--- src/rtl/blkdma_pkg.sv ---
package blkdma_pkg;
   typedef enum logic [1:0] {
      STEP_HOLD = 2'd0,
      STEP_UP   = 2'd1,
      STEP_DOWN = 2'd2
   } step_mode_e;

   typedef enum logic [1:0] {
      ST_IDLE  = 2'd0,
      ST_READ  = 2'd1,
      ST_WRITE = 2'd2
   } seq_state_e;

   localparam logic [2:0] SEL_SRC    = 3'd0;
   localparam logic [2:0] SEL_DST    = 3'd1;
   localparam logic [2:0] SEL_SIZE   = 3'd2;
   localparam logic [2:0] SEL_BLOCKS = 3'd3;
   localparam logic [2:0] SEL_CTRL   = 3'd4;

   localparam int CTRL_EN       = 0;
   localparam int CTRL_WORD     = 1;
   localparam int CTRL_AREA_DST = 2;
   localparam int CTRL_SMODE_LO = 3;
   localparam int CTRL_DMODE_LO = 5;
endpackage

--- src/rtl/blkdma_addr_unit.sv ---
module blkdma_addr_unit
   import blkdma_pkg::*;
#(
   parameter int ADDR_W = 24
) (
   input  logic              clk,
   input  logic              rst_n,
   input  logic              load,
   input  logic [ADDR_W-1:0] load_val,
   input  logic              step,
   input  logic              restore,
   input  step_mode_e        mode,
   input  logic              word,
   output logic [ADDR_W-1:0] cur
);
   logic [ADDR_W-1:0] start_q;
   logic [ADDR_W-1:0] cur_q;
   logic [ADDR_W-1:0] stride;
   logic [ADDR_W-1:0] next_addr;

   initial begin
      assert (ADDR_W >= 8 && ADDR_W <= 32)
         else $fatal(1, "blkdma_addr_unit: ADDR_W out of range");
   end

   assign stride = word ? ADDR_W'(2) : ADDR_W'(1);

   always_comb begin
      case (mode)
         STEP_UP:   next_addr = cur_q + stride;
         STEP_DOWN: next_addr = cur_q - stride;
         default:   next_addr = cur_q;
      endcase
   end

   always_ff @(posedge clk or negedge rst_n) begin
      if (!rst_n) begin
         start_q <= '0;
         cur_q   <= '0;
      end else if (load) begin
         start_q <= load_val;
         cur_q   <= load_val;
      end else if (restore) begin
         cur_q <= start_q;
      end else if (step) begin
         cur_q <= next_addr;
      end
   end

   assign cur = cur_q;

   p_hold_mode_r3: assert property (@(posedge clk) disable iff (!rst_n)
      (mode == STEP_HOLD && !load && !restore) |=> $stable(cur_q));

   p_restore_r4: assert property (@(posedge clk) disable iff (!rst_n)
      (restore && !load) |=> (cur_q == $past(start_q)));
endmodule

--- src/rtl/blkdma_counters.sv ---
module blkdma_counters #(
   parameter int SIZE_W = 8,
   parameter int BLK_W  = 16
) (
   input  logic                clk,
   input  logic                rst_n,
   input  logic                ld_size,
   input  logic [2*SIZE_W-1:0] size_val,
   input  logic                ld_blk,
   input  logic [BLK_W-1:0]    blk_val,
   input  logic                unit_done,
   output logic                block_end,
   output logic                last_block
);
   localparam logic [SIZE_W-1:0] LEFT_ONE = SIZE_W'(1);
   localparam logic [BLK_W-1:0]  BLK_ONE  = BLK_W'(1);

   logic [SIZE_W-1:0] size_q;
   logic [SIZE_W-1:0] left_q;
   logic [BLK_W-1:0]  blk_q;

   initial begin
      assert (SIZE_W >= 2 && SIZE_W <= 16)
         else $fatal(1, "blkdma_counters: SIZE_W out of range");
      assert (BLK_W >= 2 && BLK_W <= 32)
         else $fatal(1, "blkdma_counters: BLK_W out of range");
   end

   assign block_end  = unit_done && (left_q == LEFT_ONE);
   assign last_block = (blk_q == BLK_ONE);

   always_ff @(posedge clk or negedge rst_n) begin
      if (!rst_n) begin
         size_q <= '0;
         left_q <= '0;
      end else if (ld_size) begin
         size_q <= size_val[2*SIZE_W-1:SIZE_W];
         left_q <= size_val[SIZE_W-1:0];
      end else if (unit_done) begin
         if (left_q == LEFT_ONE) left_q <= size_q;
         else                    left_q <= left_q - LEFT_ONE;
      end
   end

   always_ff @(posedge clk or negedge rst_n) begin
      if (!rst_n)         blk_q <= '0;
      else if (ld_blk)    blk_q <= blk_val;
      else if (block_end) blk_q <= blk_q - BLK_ONE;
   end

   p_reload_r5: assert property (@(posedge clk) disable iff (!rst_n)
      (block_end && !ld_size) |=> (left_q == $past(size_q)));

   p_blk_dec_r5: assert property (@(posedge clk) disable iff (!rst_n)
      (block_end && !ld_blk) |=> (blk_q == $past(blk_q) - BLK_ONE));

   p_size_kept_r2: assert property (@(posedge clk) disable iff (!rst_n)
      !ld_size |=> $stable(size_q));
endmodule

--- src/rtl/blkdma_fsm.sv ---
module blkdma_fsm
   import blkdma_pkg::*;
(
   input  logic       clk,
   input  logic       rst_n,
   input  logic       go,
   input  logic       bus_ready,
   input  logic       block_end,
   input  logic       last_block,
   output seq_state_e state,
   output logic       latch_rd,
   output logic       unit_done,
   output logic       finish
);
   seq_state_e state_q;
   seq_state_e state_d;

   always_comb begin
      state_d = state_q;
      case (state_q)
         ST_IDLE:  if (go) state_d = ST_READ;
         ST_READ:  if (bus_ready) state_d = ST_WRITE;
         ST_WRITE: if (bus_ready) state_d = block_end ? ST_IDLE : ST_READ;
         default:  state_d = ST_IDLE;
      endcase
   end

   always_ff @(posedge clk or negedge rst_n) begin
      if (!rst_n) state_q <= ST_IDLE;
      else        state_q <= state_d;
   end

   assign state     = state_q;
   assign latch_rd  = (state_q == ST_READ) && bus_ready;
   assign unit_done = (state_q == ST_WRITE) && bus_ready;
   assign finish    = unit_done && block_end && last_block;

   p_read_wait_r7: assert property (@(posedge clk) disable iff (!rst_n)
      (state_q == ST_READ && !bus_ready) |=> (state_q == ST_READ));

   p_write_wait_r7: assert property (@(posedge clk) disable iff (!rst_n)
      (state_q == ST_WRITE && !bus_ready) |=> (state_q == ST_WRITE));

   p_block_stop_r6: assert property (@(posedge clk) disable iff (!rst_n)
      (state_q == ST_WRITE && bus_ready && block_end) |=> (state_q == ST_IDLE));
endmodule

--- src/rtl/blkdma_seq.sv ---
module blkdma_seq
   import blkdma_pkg::*;
#(
   parameter int ADDR_W = 24,
   parameter int DATA_W = 16,
   parameter int SIZE_W = 8,
   parameter int BLK_W  = 16
) (
   input  logic              clk,
   input  logic              rst_n,
   input  logic              cfg_we,
   input  logic [2:0]        cfg_sel,
   input  logic [ADDR_W-1:0] cfg_wdata,
   input  logic              req,
   output logic [ADDR_W-1:0] bus_addr,
   output logic              bus_rd,
   output logic              bus_wr,
   output logic              bus_word,
   output logic [DATA_W-1:0] bus_wdata,
   input  logic [DATA_W-1:0] bus_rdata,
   input  logic              bus_ready,
   output logic              busy,
   output logic              enable,
   output logic              done
);
   localparam int LANE_W = DATA_W / 2;

   initial begin
      assert (DATA_W == 16 || DATA_W == 32)
         else $fatal(1, "blkdma_seq: DATA_W must be 16 or 32");
      assert (ADDR_W >= 2*SIZE_W && ADDR_W >= BLK_W && ADDR_W >= 7)
         else $fatal(1, "blkdma_seq: cfg_wdata too narrow for the count fields");
   end

   logic              en_q, word_q, area_dst_q, done_q;
   step_mode_e        smode_q, dmode_q;
   logic [DATA_W-1:0] data_q;
   logic              ctrl_wr;

   seq_state_e state;
   logic       latch_rd, unit_done, finish;
   logic       block_end, last_block;
   logic       go;

   logic [ADDR_W-1:0] side_addr [2];

   assign ctrl_wr = cfg_we && (cfg_sel == SEL_CTRL);
   assign go      = en_q && req;

   always_ff @(posedge clk or negedge rst_n) begin
      if (!rst_n) begin
         en_q       <= 1'b0;
         word_q     <= 1'b0;
         area_dst_q <= 1'b0;
         smode_q    <= STEP_HOLD;
         dmode_q    <= STEP_HOLD;
         done_q     <= 1'b0;
      end else if (ctrl_wr) begin
         en_q       <= cfg_wdata[CTRL_EN];
         word_q     <= cfg_wdata[CTRL_WORD];
         area_dst_q <= cfg_wdata[CTRL_AREA_DST];
         smode_q    <= step_mode_e'(cfg_wdata[CTRL_SMODE_LO +: 2]);
         dmode_q    <= step_mode_e'(cfg_wdata[CTRL_DMODE_LO +: 2]);
         done_q     <= 1'b0;
      end else if (finish) begin
         en_q   <= 1'b0;
         done_q <= 1'b1;
      end
   end

   always_ff @(posedge clk or negedge rst_n) begin
      if (!rst_n)        data_q <= '0;
      else if (latch_rd) data_q <= word_q ? bus_rdata
                                          : {{(DATA_W-LANE_W){1'b0}}, bus_rdata[LANE_W-1:0]};
   end

   for (genvar s = 0; s < 2; s++) begin : g_side
      step_mode_e side_mode;
      logic       side_load;
      logic       side_restore;

      assign side_mode    = (s == 0) ? smode_q : dmode_q;
      assign side_load    = cfg_we && (cfg_sel == ((s == 0) ? SEL_SRC : SEL_DST));
      assign side_restore = block_end && (area_dst_q == 1'(s));

      blkdma_addr_unit #(.ADDR_W(ADDR_W)) u_addr (
         .clk      (clk),
         .rst_n    (rst_n),
         .load     (side_load),
         .load_val (cfg_wdata),
         .step     (unit_done),
         .restore  (side_restore),
         .mode     (side_mode),
         .word     (word_q),
         .cur      (side_addr[s])
      );
   end

   blkdma_counters #(.SIZE_W(SIZE_W), .BLK_W(BLK_W)) u_cnt (
      .clk        (clk),
      .rst_n      (rst_n),
      .ld_size    (cfg_we && cfg_sel == SEL_SIZE),
      .size_val   (cfg_wdata[2*SIZE_W-1:0]),
      .ld_blk     (cfg_we && cfg_sel == SEL_BLOCKS),
      .blk_val    (cfg_wdata[BLK_W-1:0]),
      .unit_done  (unit_done),
      .block_end  (block_end),
      .last_block (last_block)
   );

   blkdma_fsm u_fsm (
      .clk        (clk),
      .rst_n      (rst_n),
      .go         (go),
      .bus_ready  (bus_ready),
      .block_end  (block_end),
      .last_block (last_block),
      .state      (state),
      .latch_rd   (latch_rd),
      .unit_done  (unit_done),
      .finish     (finish)
   );

   assign bus_rd    = (state == ST_READ);
   assign bus_wr    = (state == ST_WRITE);
   assign bus_addr  = (state == ST_WRITE) ? side_addr[1] : side_addr[0];
   assign bus_word  = word_q;
   assign bus_wdata = data_q;
   assign busy      = (state != ST_IDLE);
   assign enable    = en_q;
   assign done      = done_q;

   p_strobe_excl_r7: assert property (@(posedge clk) disable iff (!rst_n)
      !(bus_rd && bus_wr));

   p_wr_hold_r7: assert property (@(posedge clk) disable iff (!rst_n)
      (bus_wr && !bus_ready) |=> (bus_wr && $stable(bus_addr) && $stable(bus_wdata)));

   p_rd_hold_r7: assert property (@(posedge clk) disable iff (!rst_n)
      (bus_rd && !bus_ready && !cfg_we) |=> (bus_rd && $stable(bus_addr)));

   p_wdata_r8: assert property (@(posedge clk) disable iff (!rst_n)
      (bus_rd && bus_ready && bus_word && !ctrl_wr) |=> (bus_wdata == $past(bus_rdata)));

   p_done_clears_en_r5: assert property (@(posedge clk) disable iff (!rst_n)
      $rose(done) |-> !enable);

   p_idle_when_off_r6: assert property (@(posedge clk) disable iff (!rst_n)
      (!busy && !enable) |=> !busy);
endmodule

--- config.mk ---
export PLATFORM = sky130hd
export DESIGN_NAME = blkdma_seq
export DESIGN_NICKNAME = d
export VERILOG_FILES = /design/src/rtl/blkdma_pkg.sv /design/src/rtl/blkdma_addr_unit.sv /design/src/rtl/blkdma_counters.sv /design/src/rtl/blkdma_fsm.sv /design/src/rtl/blkdma_seq.sv
export SDC_FILE = /design/constraint.sdc
export NUM_CORES = 1
export LEC_CHECK = 0
export ABC_AREA = 1
export ABC_CLOCK_PERIOD_IN_PS = 6540
export BUFFER_PORTS_ARGS = -buffer_cell sky130_fd_sc_hd__buf_4
export CAP_MARGIN = 20
export CORE_MARGIN = 2
export CORE_UTILIZATION = 66
export DETAILED_ROUTE_END_ITERATION = 8
export PLACE_DENSITY = 0.9
export SLEW_MARGIN = 20
export SYNTH_ARGS = -nofsm -noshare
export SYNTH_HDL_FRONTEND = slang
export SYNTH_SLANG_ARGS = --single-unit
--- constraint.sdc ---
create_clock -name clk -period 6.54 [get_ports clk]
set_clock_uncertainty 0.05 [all_clocks]
set_input_delay 0.981 -clock clk [delete_from_list [all_inputs] [get_ports clk]]
set_output_delay 0.981 -clock clk [all_outputs]
set_load 0.05 [all_outputs]
==> implementation parameters <==
Parameter                              Value

Logic synthesis
  Synth warn ... 0
  Synth async-reset ratio ... between 90% and 100%
  Syn Nets ... about 1,800
  Cells after synthesis ... 1,726
  Unique cell type count in the Yosys netlist ... 47
  Post-Synthesis Mean Instance Area ... ~6.5 um2
  Top cells by area in the synthesized netlist ... sky130_fd_sc_hd__dfrtp_1, sky130_fd_sc_hd__nand2_1, sky130_fd_sc_hd__inv_1
  Number of register bits inferred by synthesis ... 154
  Share of synthesized area occupied by flip-flops and latches ... 34.4%
  Post-synthesis instance area ... ~0.011 mm2
  Area leader, netlist ... sky130_fd_sc_hd__dfrtp_1
  Portion of synthesized cell area occupied by the leading cell type ... between 30 and 40%
  Count of flip-flops with a built-in enable after synthesis ... 0
  Most used DFF post-synth ... sky130_fd_sc_hd__dfrtp_1

Floorplanning
  Total I/O pin count ... between 90 and 100
  Area of the die ... between 0.015 and 0.02 mm2
  Core region area ... 0.0166 mm2
  Vertical die dimension ... roughly 130 um
  Initial core utilization ... 67.6%
  DIE WIDTH ... around 130 um
  Number of core rows ... 47

Cells and area
  Area grow syn2layout ... 12.1%
  Most frequent standard cell in the layout excluding fill and tap cells ... sky130_fd_sc_hd__nand2_1
  Final nets ... about 1,900
  Fillers ... between 1,000 and 1,500
  Fraction of final layout cells with drive strength greater than 1 ... around 12%
  Commonest cells after routing, fill and taps aside ... sky130_fd_sc_hd__nand2_1, sky130_fd_sc_hd__inv_1, sky130_fd_sc_hd__dfrtp_1
  Number of antenna repair diodes ... 0
  Post-layout util ... around 76%

STA
  Worst slew margin relative to its limit ... approximately a third
  Summed negative setup slack over all endpoints ... 0 ns
  Final worst path period share ... 49.6%
  Hold slack ... ~0.34 ns
  Number of endpoints with negative hold slack in the final report ... 0
  Min setup slack post-route ... about 3.3 ns
  Post-layout minimum cycle time ... 3.24 ns
  Slew @ Worst Pin ... between 0.9 and 1 ns
  Setup-violating endpoint count in the final report ... 0
  Highest attainable clock frequency ... approximately 0.3 GHz
  Setup repair after global routing missed its margin ... no
  Final count of pins violating max slew ... 0

Job
  # Max-Cap Violations ... 0

Place
  Post-detailed-placement half-perimeter wirelength ... 25.2 mm
  Post-place setup slack ... 3.38 ns
  IO Port Bufs ... 93
  Routability congestion estimate from global placement ... slightly above 1

Critical path
  Reg2reg path depth ... 16
  Worst setup slack for register-to-register paths ... 3.30 ns
  Capture instance of the worst register-to-register path ... g_side[0].u_addr.cur[10]$_DFFE_PN0P_
  Data arrival time of the critical path ... between 3 and 4 ns
  CP Capture Type ... register
  Required time of the critical path ... 6.80 ns
  Launching point of the worst reg2reg path ... g_side[0].side_mode[0]$_DFFE_PN0P_
  Worst setup path category ... reg -> reg
  Type of origin of the critical path ... register
  Critical-path maximum fanout ... 21

Routing
  Detailed Route WL ... ~35 mm
  1st-pass router iterations ... 7
  Residual DRC count ... 0
  Wire per inst ... roughly 17 um
  Vias per inst ... slightly below 6
  Number of vias in the routed layout ... 11,900
  Number of routed nets with antenna violations ... 0
  DRC marker count from the first detailed-route iteration ... ~1,300

Clocking
  Post-cts sizing count ... 0
  Inserted Clock Buffers ... 17
  Number of levels the H-tree was split into ... 4
  Hold_buf cts ... 0
  CTS tree ... yes
  Clock latency reported for the late side of the worst-skew pair ... approximately 0.44 ns
  Count of clock tree sinks ... around 150
  Clock-pin slew on the worst setup and hold paths ... approximately 0.07 ns
  Number of buffers on the longest clock path ... 2
  CTS root buffer ... sky130_fd_sc_hd__clkbuf_16
  Number of post-CTS setup repair buffers ... 0

Power and ir drop
  Static leakage ... about 0.007 uW
  Pwr per Cell Area ... between 400 and 500 mW/mm2
  Peak VDD IR ... approximately 0.34 mV

GRT
  Global-route wire length before repair ... between 50 and 60 mm
  GRT Util Overall ... around 39%
  Leftover overflow at the end of global routing ... 0
  Largest net degree at the start of global routing ... around 110
  Number of global-route vias before repair ... approximately 11,000
  Initial antenna violation count ... 0

Hold path
  Min-delay worst type ... in -> async

Outcome
  Outcome ... finished clean
-- cells in the mapped netlist, types with 10 or more instances --
cell type,number
sky130_fd_sc_hd__a21oi_1,88
sky130_fd_sc_hd__nand2_1,567
sky130_fd_sc_hd__buf_2,15
sky130_fd_sc_hd__nand3_1,114
sky130_fd_sc_hd__nor2_1,139
sky130_fd_sc_hd__o211ai_1,23
sky130_fd_sc_hd__inv_1,255
sky130_fd_sc_hd__nand2_2,21
sky130_fd_sc_hd__o221ai_1,24
sky130_fd_sc_hd__xor2_1,20
sky130_fd_sc_hd__ha_1,12
sky130_fd_sc_hd__dfrtp_1,154
sky130_fd_sc_hd__clkbuf_1,28
sky130_fd_sc_hd__o21ai_0,126
sky130_fd_sc_hd__inv_2,10
sky130_fd_sc_hd__nor2_2,25
sky130_fd_sc_hd__nand4_1,12
-- per-layer routing --
| metal | global-route usage [%] | vias to the layer above | part of all wire (%) |
|---|---|---|---|
| met5 | 0 | - | 0 |
| met4 | 19.4 | 0 | 4.8 |
| met3 | 7.07 | 143 | 9.4 |
| met2 | 66.7 | 669 | 48 |
| met1 | 48.8 | 5470 | 38 |
| li1 | - | 5594 | - |
-- power by group --
| part | internal [uW] | switching, uW | leakage [uW] |
|---|---|---|---|
| combinational | 1020 | 2320 | 0.00468 |
| sequential | 1270 | 315 | 0.00189 |
| clock | 522 | 474 | 0.000290 |
-- worst max-delay path, cell delays in order (launching register included) --
cell	delay, ns
sky130_fd_sc_hd__dfrtp_1	0.39
sky130_fd_sc_hd__inv_1	0.08
sky130_fd_sc_hd__ha_1	0.15
sky130_fd_sc_hd__buf_4	0.27
sky130_fd_sc_hd__clkinv_1	0.38
sky130_fd_sc_hd__nor2_1	0.29
sky130_fd_sc_hd__fa_1	0.24
sky130_fd_sc_hd__nand2_1	0.13
sky130_fd_sc_hd__o21bai_4	0.20
sky130_fd_sc_hd__nand2_1	0.07
sky130_fd_sc_hd__nand2_1	0.17
sky130_fd_sc_hd__nand2_1	0.08
sky130_fd_sc_hd__nand2_1	0.13
sky130_fd_sc_hd__xor2_1	0.23
sky130_fd_sc_hd__nand2_1	0.08
sky130_fd_sc_hd__nand3_1	0.07
sky130_fd_sc_hd__nand2_1	0.09
-- area by class of cell --
type                            count  area [um2]  share of cell area (%)
Timing Repair Buffer              102         790                    6.28
Clock buffer                       18         439                    3.49
Clock inverter                     14         140                    1.11
Sequential cell                   154        3850                    30.7
Tap cell                          220         275                    2.19
Multi-Input combinational cell   1243        6040                    48.0
Inverter                          273        1030                    8.23
-- worst max path at each step --
stage                                             from                                   end  slack [ns]
detailed placement                              cfg_we   g_side[0].u_addr.cur[7]$_DFFE_PN0P_        3.38
finish              g_side[0].side_mode[0]$_DFFE_PN0P_  g_side[0].u_addr.cur[10]$_DFFE_PN0P_        3.30
global placement                            cfg_sel[2]           u_cnt.left_q[4]$_DFFE_PN0P_        3.41
floorplan                   u_fsm.state[1]$_DFFE_PN0P_                          bus_addr[15]        3.24
CTS                 g_side[0].side_mode[0]$_DFFE_PN0P_  g_side[0].u_addr.cur[17]$_DFFE_PN0P_        3.43
global route        g_side[0].side_mode[0]$_DFFE_PN0P_  g_side[0].u_addr.cur[17]$_DFFE_PN0P_        3.09
-- state kept, by name (all words and copies together) (netlist names) --
signal and cells:
g_side.u_addr.cur 48, g_side.u_addr.start_q 48, bus_wdata 16, u_cnt.blk_q 16
u_cnt.left_q 8, u_cnt.size_q 8, dmode_q 2, g_side.side_mode 2
u_fsm.state 2, area_dst_q 1, bus_word 1, done 1
enable 1
-- per-stage QoR --
step,cell area (um2),std cells,power (uW)
final,12600,2024,5920
after global placement,12000,1991,4760
after CTS,12500,2023,5850
after floorplan,11200,1726,3930
after global routing,12600,2024,6310
after detailed placement,12000,1991,4820
-- cell families after synthesis --
group / Yosys count / share of synthesized area [%]
xor gates and xnor gates: 28 / 2.19
DFF: 154 / 34.4
muxes: 1 / 0.0892
AOI/OAI and AO/OA: 290 / 14.9
and+or+nand+nor: 910 / 34.8
adders and majority gates: 14 / 1.70
buffers and inverters: 329 / 11.9
Note: power is estimated with default switching activity, not from simulation.
